[src/rtl/sbus_ack_pkg.sv]
package sbus_ack_pkg;

  // One cycle's worth of bus events feeding the status flags
  typedef struct packed {
    logic rel;
    logic cmd;
    logic start;
    logic if_en;
    logic addr_byte;
    logic addr_match;
  } bus_evt_t;

endpackage

[src/rtl/sbus_bit_tracker.sv]
module sbus_bit_tracker #(
  parameter int BITS_PER_XFER = 8,
  parameter int CNT_W         = 4
) (
  input  logic clk,
  input  logic rst,
  input  logic sck_i,
  input  logic xfer_start_i,
  output logic sck_rise_o,
  output logic sck_fall_o,
  output logic done_o,
  output logic busy_o,
  output logic slot_rise_o
);

  localparam logic [CNT_W-1:0] SLOT = CNT_W'(BITS_PER_XFER);
  localparam logic [CNT_W-1:0] LAST = CNT_W'(BITS_PER_XFER + 1);

  logic             sck_q;
  logic             active_q;
  logic [CNT_W-1:0] cnt_q;

  assign sck_rise_o  = sck_i & ~sck_q;
  assign sck_fall_o  = ~sck_i & sck_q;
  assign done_o      = active_q & (cnt_q >= SLOT);
  assign busy_o      = active_q & (cnt_q < SLOT);
  assign slot_rise_o = sck_rise_o & active_q & (cnt_q == SLOT);

  always_ff @(posedge clk) begin
    if (rst) begin
      sck_q    <= 1'b0;
      active_q <= 1'b0;
      cnt_q    <= '0;
    end else begin
      sck_q <= sck_i;
      if (xfer_start_i) begin
        active_q <= 1'b1;
        cnt_q    <= '0;
      end else if (sck_rise_o && active_q && cnt_q != LAST) begin
        cnt_q <= cnt_q + 1'b1;
      end
    end
  end

  // the rise counter never passes one beyond the acknowledge slot
  a_r2_cnt_bound: assert property (@(posedge clk) disable iff (rst)
    cnt_q <= LAST);

  // a start strobe always returns the count to zero
  a_r2_start_zero: assert property (@(posedge clk) disable iff (rst)
    xfer_start_i |=> (cnt_q == '0) && active_q);

endmodule

[src/rtl/sbus_ack_drive.sv]
module sbus_ack_drive (
  input  logic clk,
  input  logic rst,
  input  logic sck_low_i,
  input  logic sck_rise_i,
  input  logic sck_fall_i,
  input  logic done_i,
  input  logic busy_i,
  input  logic xfer_start_i,
  input  logic ctrl_wr_i,
  input  logic ctrl_auto_i,
  input  logic ctrl_trig_i,
  output logic ack_en_o,
  output logic drive_o
);

  logic ack_en_q, trig_q, sent_q, drive_q, rose_q;
  logic auto_req, start_drive, end_drive, trig_set;

  assign auto_req    = ack_en_q & done_i & ~sent_q;
  assign start_drive = ~drive_q & sck_low_i & ~xfer_start_i & (trig_q | auto_req);
  assign end_drive   = drive_q & sck_fall_i & rose_q;
  assign trig_set    = ctrl_wr_i & ctrl_trig_i & ~busy_i;

  always_ff @(posedge clk) begin
    if (rst) begin
      ack_en_q <= 1'b0;
      trig_q   <= 1'b0;
      sent_q   <= 1'b0;
      drive_q  <= 1'b0;
      rose_q   <= 1'b0;
    end else begin
      if (ctrl_wr_i) ack_en_q <= ctrl_auto_i;

      if (trig_set)       trig_q <= 1'b1;
      else if (end_drive) trig_q <= 1'b0;

      if (xfer_start_i)   sent_q <= 1'b0;
      else if (end_drive) sent_q <= 1'b1;

      if (end_drive)        drive_q <= 1'b0;
      else if (start_drive) drive_q <= 1'b1;

      if (start_drive)                rose_q <= 1'b0;
      else if (drive_q && sck_rise_i) rose_q <= 1'b1;
    end
  end

  assign ack_en_o = ack_en_q;
  assign drive_o  = drive_q;

  // the trigger only drops together with the end of its acknowledge
  a_r5_trig_self_clear: assert property (@(posedge clk) disable iff (rst)
    $fell(trig_q) |-> $fell(drive_q));

  // a trigger write during a transfer leaves the trigger idle
  a_r6_trig_busy_ignored: assert property (@(posedge clk) disable iff (rst)
    (ctrl_wr_i && ctrl_trig_i && busy_i && !trig_q) |=> !trig_q);

  // no request source means the line stays released
  a_r4_no_source_idle: assert property (@(posedge clk) disable iff (rst)
    (!ack_en_q && !trig_q && !drive_q) |=> !drive_q);

  // once driven, the line is held until an SCK falling edge
  a_r2_hold_to_fall: assert property (@(posedge clk) disable iff (rst)
    (drive_q && !sck_fall_i) |=> drive_q);

endmodule

[src/rtl/sbus_status_flags.sv]
module sbus_status_flags
  import sbus_ack_pkg::*;
(
  input  logic     clk,
  input  logic     rst,
  input  bus_evt_t evt_i,
  input  logic     slot_rise_i,
  input  logic     sda_i,
  output logic     rel_o,
  output logic     cmd_o,
  output logic     ackd_o
);

  logic rel_q, cmd_q, ackd_q;
  logic ack_seen, rel_clr, cmd_set, cmd_clr;

  assign ack_seen = slot_rise_i & ~sda_i;
  assign rel_clr  = evt_i.start | ~evt_i.if_en | (evt_i.addr_byte & ~evt_i.addr_match);
  assign cmd_set  = evt_i.cmd & ~evt_i.rel;
  assign cmd_clr  = evt_i.start | evt_i.rel | ~evt_i.if_en;

  always_ff @(posedge clk) begin
    if (rst) begin
      rel_q  <= 1'b0;
      cmd_q  <= 1'b0;
      ackd_q <= 1'b0;
    end else begin
      if (evt_i.rel)    rel_q <= 1'b1;
      else if (rel_clr) rel_q <= 1'b0;

      if (cmd_set)      cmd_q <= 1'b1;
      else if (cmd_clr) cmd_q <= 1'b0;

      if (ack_seen)         ackd_q <= 1'b1;
      else if (evt_i.start) ackd_q <= 1'b0;
    end
  end

  assign rel_o  = rel_q;
  assign cmd_o  = cmd_q;
  assign ackd_o = ackd_q;

  a_r8_rel_sets: assert property (@(posedge clk) disable iff (rst)
    evt_i.rel |=> rel_q);

  a_r8_rel_disable_clears: assert property (@(posedge clk) disable iff (rst)
    (!evt_i.if_en && !evt_i.rel) |=> !rel_q);

  a_r9_rel_beats_cmd: assert property (@(posedge clk) disable iff (rst)
    evt_i.rel |=> !cmd_q);

  a_r7_ack_sets: assert property (@(posedge clk) disable iff (rst)
    ack_seen |=> ackd_q);

  a_r7_start_clears: assert property (@(posedge clk) disable iff (rst)
    (evt_i.start && !slot_rise_i) |=> !ackd_q);

endmodule

[src/rtl/sbus_ack_ctrl.sv]
module sbus_ack_ctrl
  import sbus_ack_pkg::*;
#(
  parameter int BITS_PER_XFER = 8,
  parameter int CNT_W         = 4
) (
  input  logic clk,
  input  logic rst,
  input  logic sck_i,
  input  logic sda_i,
  output logic sda_o,
  input  logic xfer_start_i,
  input  logic if_en_i,
  input  logic addr_byte_i,
  input  logic addr_match_i,
  input  logic rel_det_i,
  input  logic cmd_det_i,
  input  logic ctrl_wr_i,
  input  logic ctrl_auto_i,
  input  logic ctrl_trig_i,
  output logic ack_en_o,
  output logic rel_flag_o,
  output logic cmd_flag_o,
  output logic ack_flag_o
);

  logic     sck_rise, sck_fall, done, busy, slot_rise, drive;
  bus_evt_t evt;

  assign evt = '{rel: rel_det_i, cmd: cmd_det_i, start: xfer_start_i,
                 if_en: if_en_i, addr_byte: addr_byte_i, addr_match: addr_match_i};

  sbus_bit_tracker #(
    .BITS_PER_XFER(BITS_PER_XFER),
    .CNT_W        (CNT_W)
  ) u_tracker (
    .clk         (clk),
    .rst         (rst),
    .sck_i       (sck_i),
    .xfer_start_i(xfer_start_i),
    .sck_rise_o  (sck_rise),
    .sck_fall_o  (sck_fall),
    .done_o      (done),
    .busy_o      (busy),
    .slot_rise_o (slot_rise)
  );

  sbus_ack_drive u_drive (
    .clk         (clk),
    .rst         (rst),
    .sck_low_i   (~sck_i),
    .sck_rise_i  (sck_rise),
    .sck_fall_i  (sck_fall),
    .done_i      (done),
    .busy_i      (busy),
    .xfer_start_i(xfer_start_i),
    .ctrl_wr_i   (ctrl_wr_i),
    .ctrl_auto_i (ctrl_auto_i),
    .ctrl_trig_i (ctrl_trig_i),
    .ack_en_o    (ack_en_o),
    .drive_o     (drive)
  );

  sbus_status_flags u_flags (
    .clk        (clk),
    .rst        (rst),
    .evt_i      (evt),
    .slot_rise_i(slot_rise),
    .sda_i      (sda_i),
    .rel_o      (rel_flag_o),
    .cmd_o      (cmd_flag_o),
    .ackd_o     (ack_flag_o)
  );

  assign sda_o = ~drive;

  // reset leaves the line released on the next cycle
  a_r1_reset_release: assert property (@(posedge clk)
    rst |=> sda_o);

  // enable readback follows a write one cycle later
  a_r10_enable_readback: assert property (@(posedge clk) disable iff (rst)
    ctrl_wr_i |=> (ack_en_o == $past(ctrl_auto_i)));

endmodule

[config.mk]
export PLATFORM = sky130hd
export DESIGN_NAME = sbus_ack_ctrl
export DESIGN_NICKNAME = d
export VERILOG_FILES = /design/src/rtl/sbus_ack_pkg.sv /design/src/rtl/sbus_bit_tracker.sv /design/src/rtl/sbus_ack_drive.sv /design/src/rtl/sbus_status_flags.sv /design/src/rtl/sbus_ack_ctrl.sv
export SDC_FILE = /design/constraint.sdc
export NUM_CORES = 1
export LEC_CHECK = 0
export BUFFER_PORTS_ARGS = -buffer_cell sky130_fd_sc_hd__buf_2
export CAP_MARGIN = 20
export CORE_MARGIN = 4
export CORE_UTILIZATION = 40
export DETAILED_ROUTE_END_ITERATION = 10
export GPL_TIMING_DRIVEN = 0
export PLACE_DENSITY_LB_ADDON = 0.2
export SYNTH_ARGS = -nofsm -noshare
export SYNTH_HDL_FRONTEND = slang
export SYNTH_SLANG_ARGS = --single-unit
[constraint.sdc]
create_clock -name clk -period 1.36 [get_ports clk]
set_input_delay 0.068 -clock clk [delete_from_list [all_inputs] [get_ports clk]]
set_output_delay 0.068 -clock clk [all_outputs]
set_load 0.01 [all_outputs]
# After elaboration in Yosys (flattened, before gate mapping)
# Cells that the tools add are included.
dict set report word_totals {
  output_inout_bits 5
  regBits 14
  input_bits 13
}
dict set report classes {
  eq_ne 2
  n_addsub 1
  bitwise 33
  reduce_logical 10
  n_lt_le_gt_ge 2
  muxes 8
}
# operator count
set ops {}
lappend ops {{$and A1 B1 Y1} 18}
lappend ops {{$not A1 Y1} 10}
lappend ops {{$mux W1} 8}
lappend ops {{$reduce_bool A2 Y1} 4}
lappend ops {{$reduce_or A2 Y1} 3}
lappend ops {{$or A1 B1 Y1} 5}
lappend ops {{$add A4 B1 Y4 const B} 1}
lappend ops {{$eq A4 B4 Y1 const B} 1}
lappend ops {{$ge A4 B4 Y1 const B} 1}
lappend ops {{$lt A4 B4 Y1 const B} 1}
lappend ops {{$ne A4 B4 Y1 const B} 1}
lappend ops {{$logic_and A1 B1 Y1} 3}

# Depth between registers and ports, before layout
dict set report logic_depth {
  ltp_word 7
  depth_mapped 5
}

# By module
# Synthesis repeated with hierarchy kept, for this count alone.
dict set report hier_totals {
  hier_cells 75
  hier_area_um2 666.9
}
# mod instances cells_each area_each_um2
set by_module_without_submodules {}
lappend by_module_without_submodules {sbus_bit_tracker 1 38 329.1}
lappend by_module_without_submodules {sbus_ack_drive 1 22 201.4}
lappend by_module_without_submodules {sbus_status_flags 1 13 128.9}
lappend by_module_without_submodules {sbus_ack_ctrl 1 2 7.5}

# Least setup slack after synthesis
# No wires, ideal clock.
dict set report synth_path {
  path_kind {reg2reg}
  start {reg u_tracker.cnt_q[1]}
  end {reg u_tracker.cnt_q[1]}
  path_slack_ns 0.298
  path_buffers 0
  required_ns 1.240
  path_stages_with_launch 6
  period_less_slack_ns 1.062
  t_arrival_ns 0.942
  cell_sequence {dfxtp_1 inv_1 ha_1 and3b_1 o21ai_0 a21boi_1}
}
dict set report synth_between {
  elab_chain_cells 2
  elab_cells_between_ends 3
}
# item line_no
set synth_rtl {}
lappend synth_rtl {{from (decl)} sbus_bit_tracker.sv:21} ;# logic [CNT_W-1:0] cnt_q;
lappend synth_rtl {{from (signal assigned)} sbus_bit_tracker.sv:40} ;# cnt_q <= cnt_q + 1'b1;
lappend synth_rtl {{branches (longest 2 deep; another with $add A4 B1 Y4)} n/a}
# Parallel ways; which one is timed is not known.
# A chain may end at the register's enable or synchronous reset.

# Final worst setup path
# Ends and elaborated chain as after synthesis.

==> metrics.cfg <==
[drt]
vias=547
wl_per_cell_um=11.3
wl_mm=1.21
firstDrtPassIters=2
drc=0
antenna_left=0
first_iter_violations=7
vias_per_cell=5.11

[synthesis]
ys_seq_elements=14
syn_nets=85
avgSynthCellArea_um2=9.18
seq_area_frac_synth_pct=44.3
syn_area_um2=633
synthCells=69
ys.warnings.count=0
synth_cell_types=26

[global_routing]
antenna_found_initial=0
grt_pass1_wl_mm=1.97
track_usage_pct=12.5
grt_max_degree=11
grt_pass1_vias=505
gr-total-overflow=0

[final_layout]
fin_nets=108
multi_input_area_um2=329
regArea_um2=280
antenna_cells=0
drive_above_1_share_pct=26.4
layout-area-overhead-vs-synth_pct=23.9
n_fill_cell=156
final_common_cell=buf_2
final_cell_mix=18 x buf_2, 14 x dfxtp_1, 7 x nor2_1

[clocking]
cts_tree=built
cts_max_level=1
clk_latency_ns=0.28
root_buffer=clkbuf_4
clock_sinks=14
clockBufferDepth=2
cts_hold_buf=1
post_cts_resized=0
path_clk_slew_ns=0.08
cts-buffers-inserted=3
postCtsSetupRepairBufs=0

[place]
portBuffers=17
gp_congestion=0.744
dp_hpwl_um=919

[critical_path]
worstPathCellList=inv_1 -> ha_1 -> and3b_1 -> o21ai_0 -> a21boi_1
crit-reg2reg-capture=u_tracker.cnt_q[1]
r2r_start=u_tracker.cnt_q[1]
cp-end-kind=flip-flop
r2r_setup_slack_ns=0.20
slowest_stage=dfxtp_1
critPathMaxFanout=4
path_class=reg2reg
arrival_ns=1.34
required_ns=1.54
start_kind=flip-flop
cpPeakStageDelay_ns=0.38
rr_worst_depth=5

[power]
ir_drop_mv=0.510
total_power_mw=0.803
leakage_nw=0.341
swShare_pct=22.5
combinationalPowerShare_pct=8.7
internal_power_mw=0.622
pwr_density_cell_nw_per_um2=1020
p_sw_mw=0.181
seqPwrFrac_pct=53.7
clockPowerShare_pct=37.6

[timing]
tightest_slew_ns=0.309
slew_headroom_pct=79.3
period_share_pct=85.6
maxSlewViolCount=0
tns_ns=0
setup_viol=0
final_hold_viol_count=0
fin_skew_ns=0.000356
rsz0062_at_grt=no
period_minus_slack_ns=1.16
max_freq_mhz=859

[flow_run]
max_cap_violations=0

[hold_path]
min_to=u_drive.ack_en_o
min_from=ctrl_auto_i
hold_class=in2reg
min_path_cells=3

[floorplan]
die_x_um=47.8
coreArea_um2=1510
die_h_um=47.8
start_util_pct=42.0
rows=14
pin_count=18
die_area_um2=2280

[run_status]
outcome=complete, no violations

critical path, delay by kind of cell (launching register included):
family / cells / cell delay [ns]
AND/OR/NAND/NOR: 1 / 0.19
flip-flops: 1 / 0.38
buffers and inverters: 1 / 0.07
adder cells (fa/ha/maj): 1 / 0.20
AO/OA/AOI/OAI: 2 / 0.22
routing by layer:
layer  wire length (um)  vias up  GRT usage (%)
li1                   -      286              -
met3                 44        5           3.38
met1                598      247           15.0
met2                531        9           19.5
met5                  0        -              0
met4                 36        0           8.06
cell usage after synthesis (all sizes together):
| library cell | count | area, um^2 |
|---|---|---|
| dfxtp | 14 | 280 |
| nor2 | 7 | 26.3 |
| inv | 5 | 18.8 |
| a21oi | 4 | 20.0 |
| nand3 | 4 | 20.0 |
| o21ai | 4 | 20.0 |
| a21boi | 3 | 22.5 |
| ha | 3 | 37.5 |
| nand3b | 3 | 22.5 |
| nor2b | 3 | 21.3 |
| and3b | 2 | 18.8 |
| and4b | 2 | 20.0 |
| mux2i | 2 | 20.0 |
| nand2b | 2 | 12.5 |
| o21a | 2 | 15.0 |
| or3 | 2 | 12.5 |
| a211oi | 1 | 7.51 |
| a31oi | 1 | 6.26 |
| buf | 1 | 5.00 |
| nand2 | 1 | 3.75 |
| nor3 | 1 | 5.00 |
| nor4bb | 1 | 10.0 |
| o211ai | 1 | 7.51 |
area by class of cell:
| class | instances | area share, % |
|---|---|---|
| tap | 16 | 2.55 |
| sequential | 14 | 35.7 |
| buffer | 1 | 0.638 |
| multi-input combinational | 49 | 41.9 |
| timing repair buffer | 18 | 12.1 |
| inverter | 5 | 2.39 |
| clock buffer | 4 | 4.63 |
registers in the layout (all words and copies together) (netlist names):
name	count
u_flags.cmd_o	1
u_tracker.cnt_q	4
u_drive.sent_q	1
u_tracker.sck_q	1
u_drive.drive_o	1
u_tracker.active_q	1
u_drive.rose_q	1
u_flags.ackd_o	1
u_flags.rel_o	1
u_drive.trig_q	1
u_drive.ack_en_o	1
kinds of logic after synthesis:
group	after synthesis	synth area share (%)
buffers and inverters	6	3.75
flip-flops	14	44.3
AND/OR/NAND/NOR	28	27.3
AO/OA/AOI/OAI	16	15.6
adder cells (fa/ha/maj)	3	5.93
multiplexers	2	3.16
stage by stage:
step	instances	cell area, um^2	setup WS (ns)	hold WS, ns	utilization (%)
after floorplan	69	633	0.298	0.147	-
after global placement	102	738	0.216	0.251	49.0
after detailed placement	102	738	0.211	0.253	49.0
after CTS	107	785	0.190	0.0124	52.1
after global routing	107	785	0.0457	0.0345	52.1
final	107	785	0.195	0.0141	52.1
power groups by stage:
stage          Clock [mW]  Combinational, mW  Sequential [mW]
3_3_place_gp            0             0.0676            0.440
4_1_cts             0.312             0.0712            0.431
3_5_place_dp            0             0.0685            0.441
5_1_grt             0.322             0.0795            0.433
6_report            0.302             0.0700            0.431
2_1_floorplan           0             0.0336            0.441
worst max path at each step:
stage | startpoint | endpoint | slack (ns) | cells past startpoint
2_1_floorplan | u_tracker.cnt_q[1] | u_tracker.cnt_q[1] | 0.30 | 5
3_3_place_gp | u_tracker.cnt_q[1] | u_tracker.cnt_q[0] | 0.22 | 5
3_5_place_dp | u_tracker.cnt_q[1] | u_tracker.cnt_q[0] | 0.21 | 5
4_1_cts | u_tracker.cnt_q[1] | u_tracker.cnt_q[1] | 0.19 | 5
5_1_grt | u_tracker.cnt_q[1] | u_tracker.cnt_q[0] | 0.05 | 5
6_report | u_tracker.cnt_q[1] | u_tracker.cnt_q[1] | 0.20 | 5
Power figures use the tool's default switching activity.
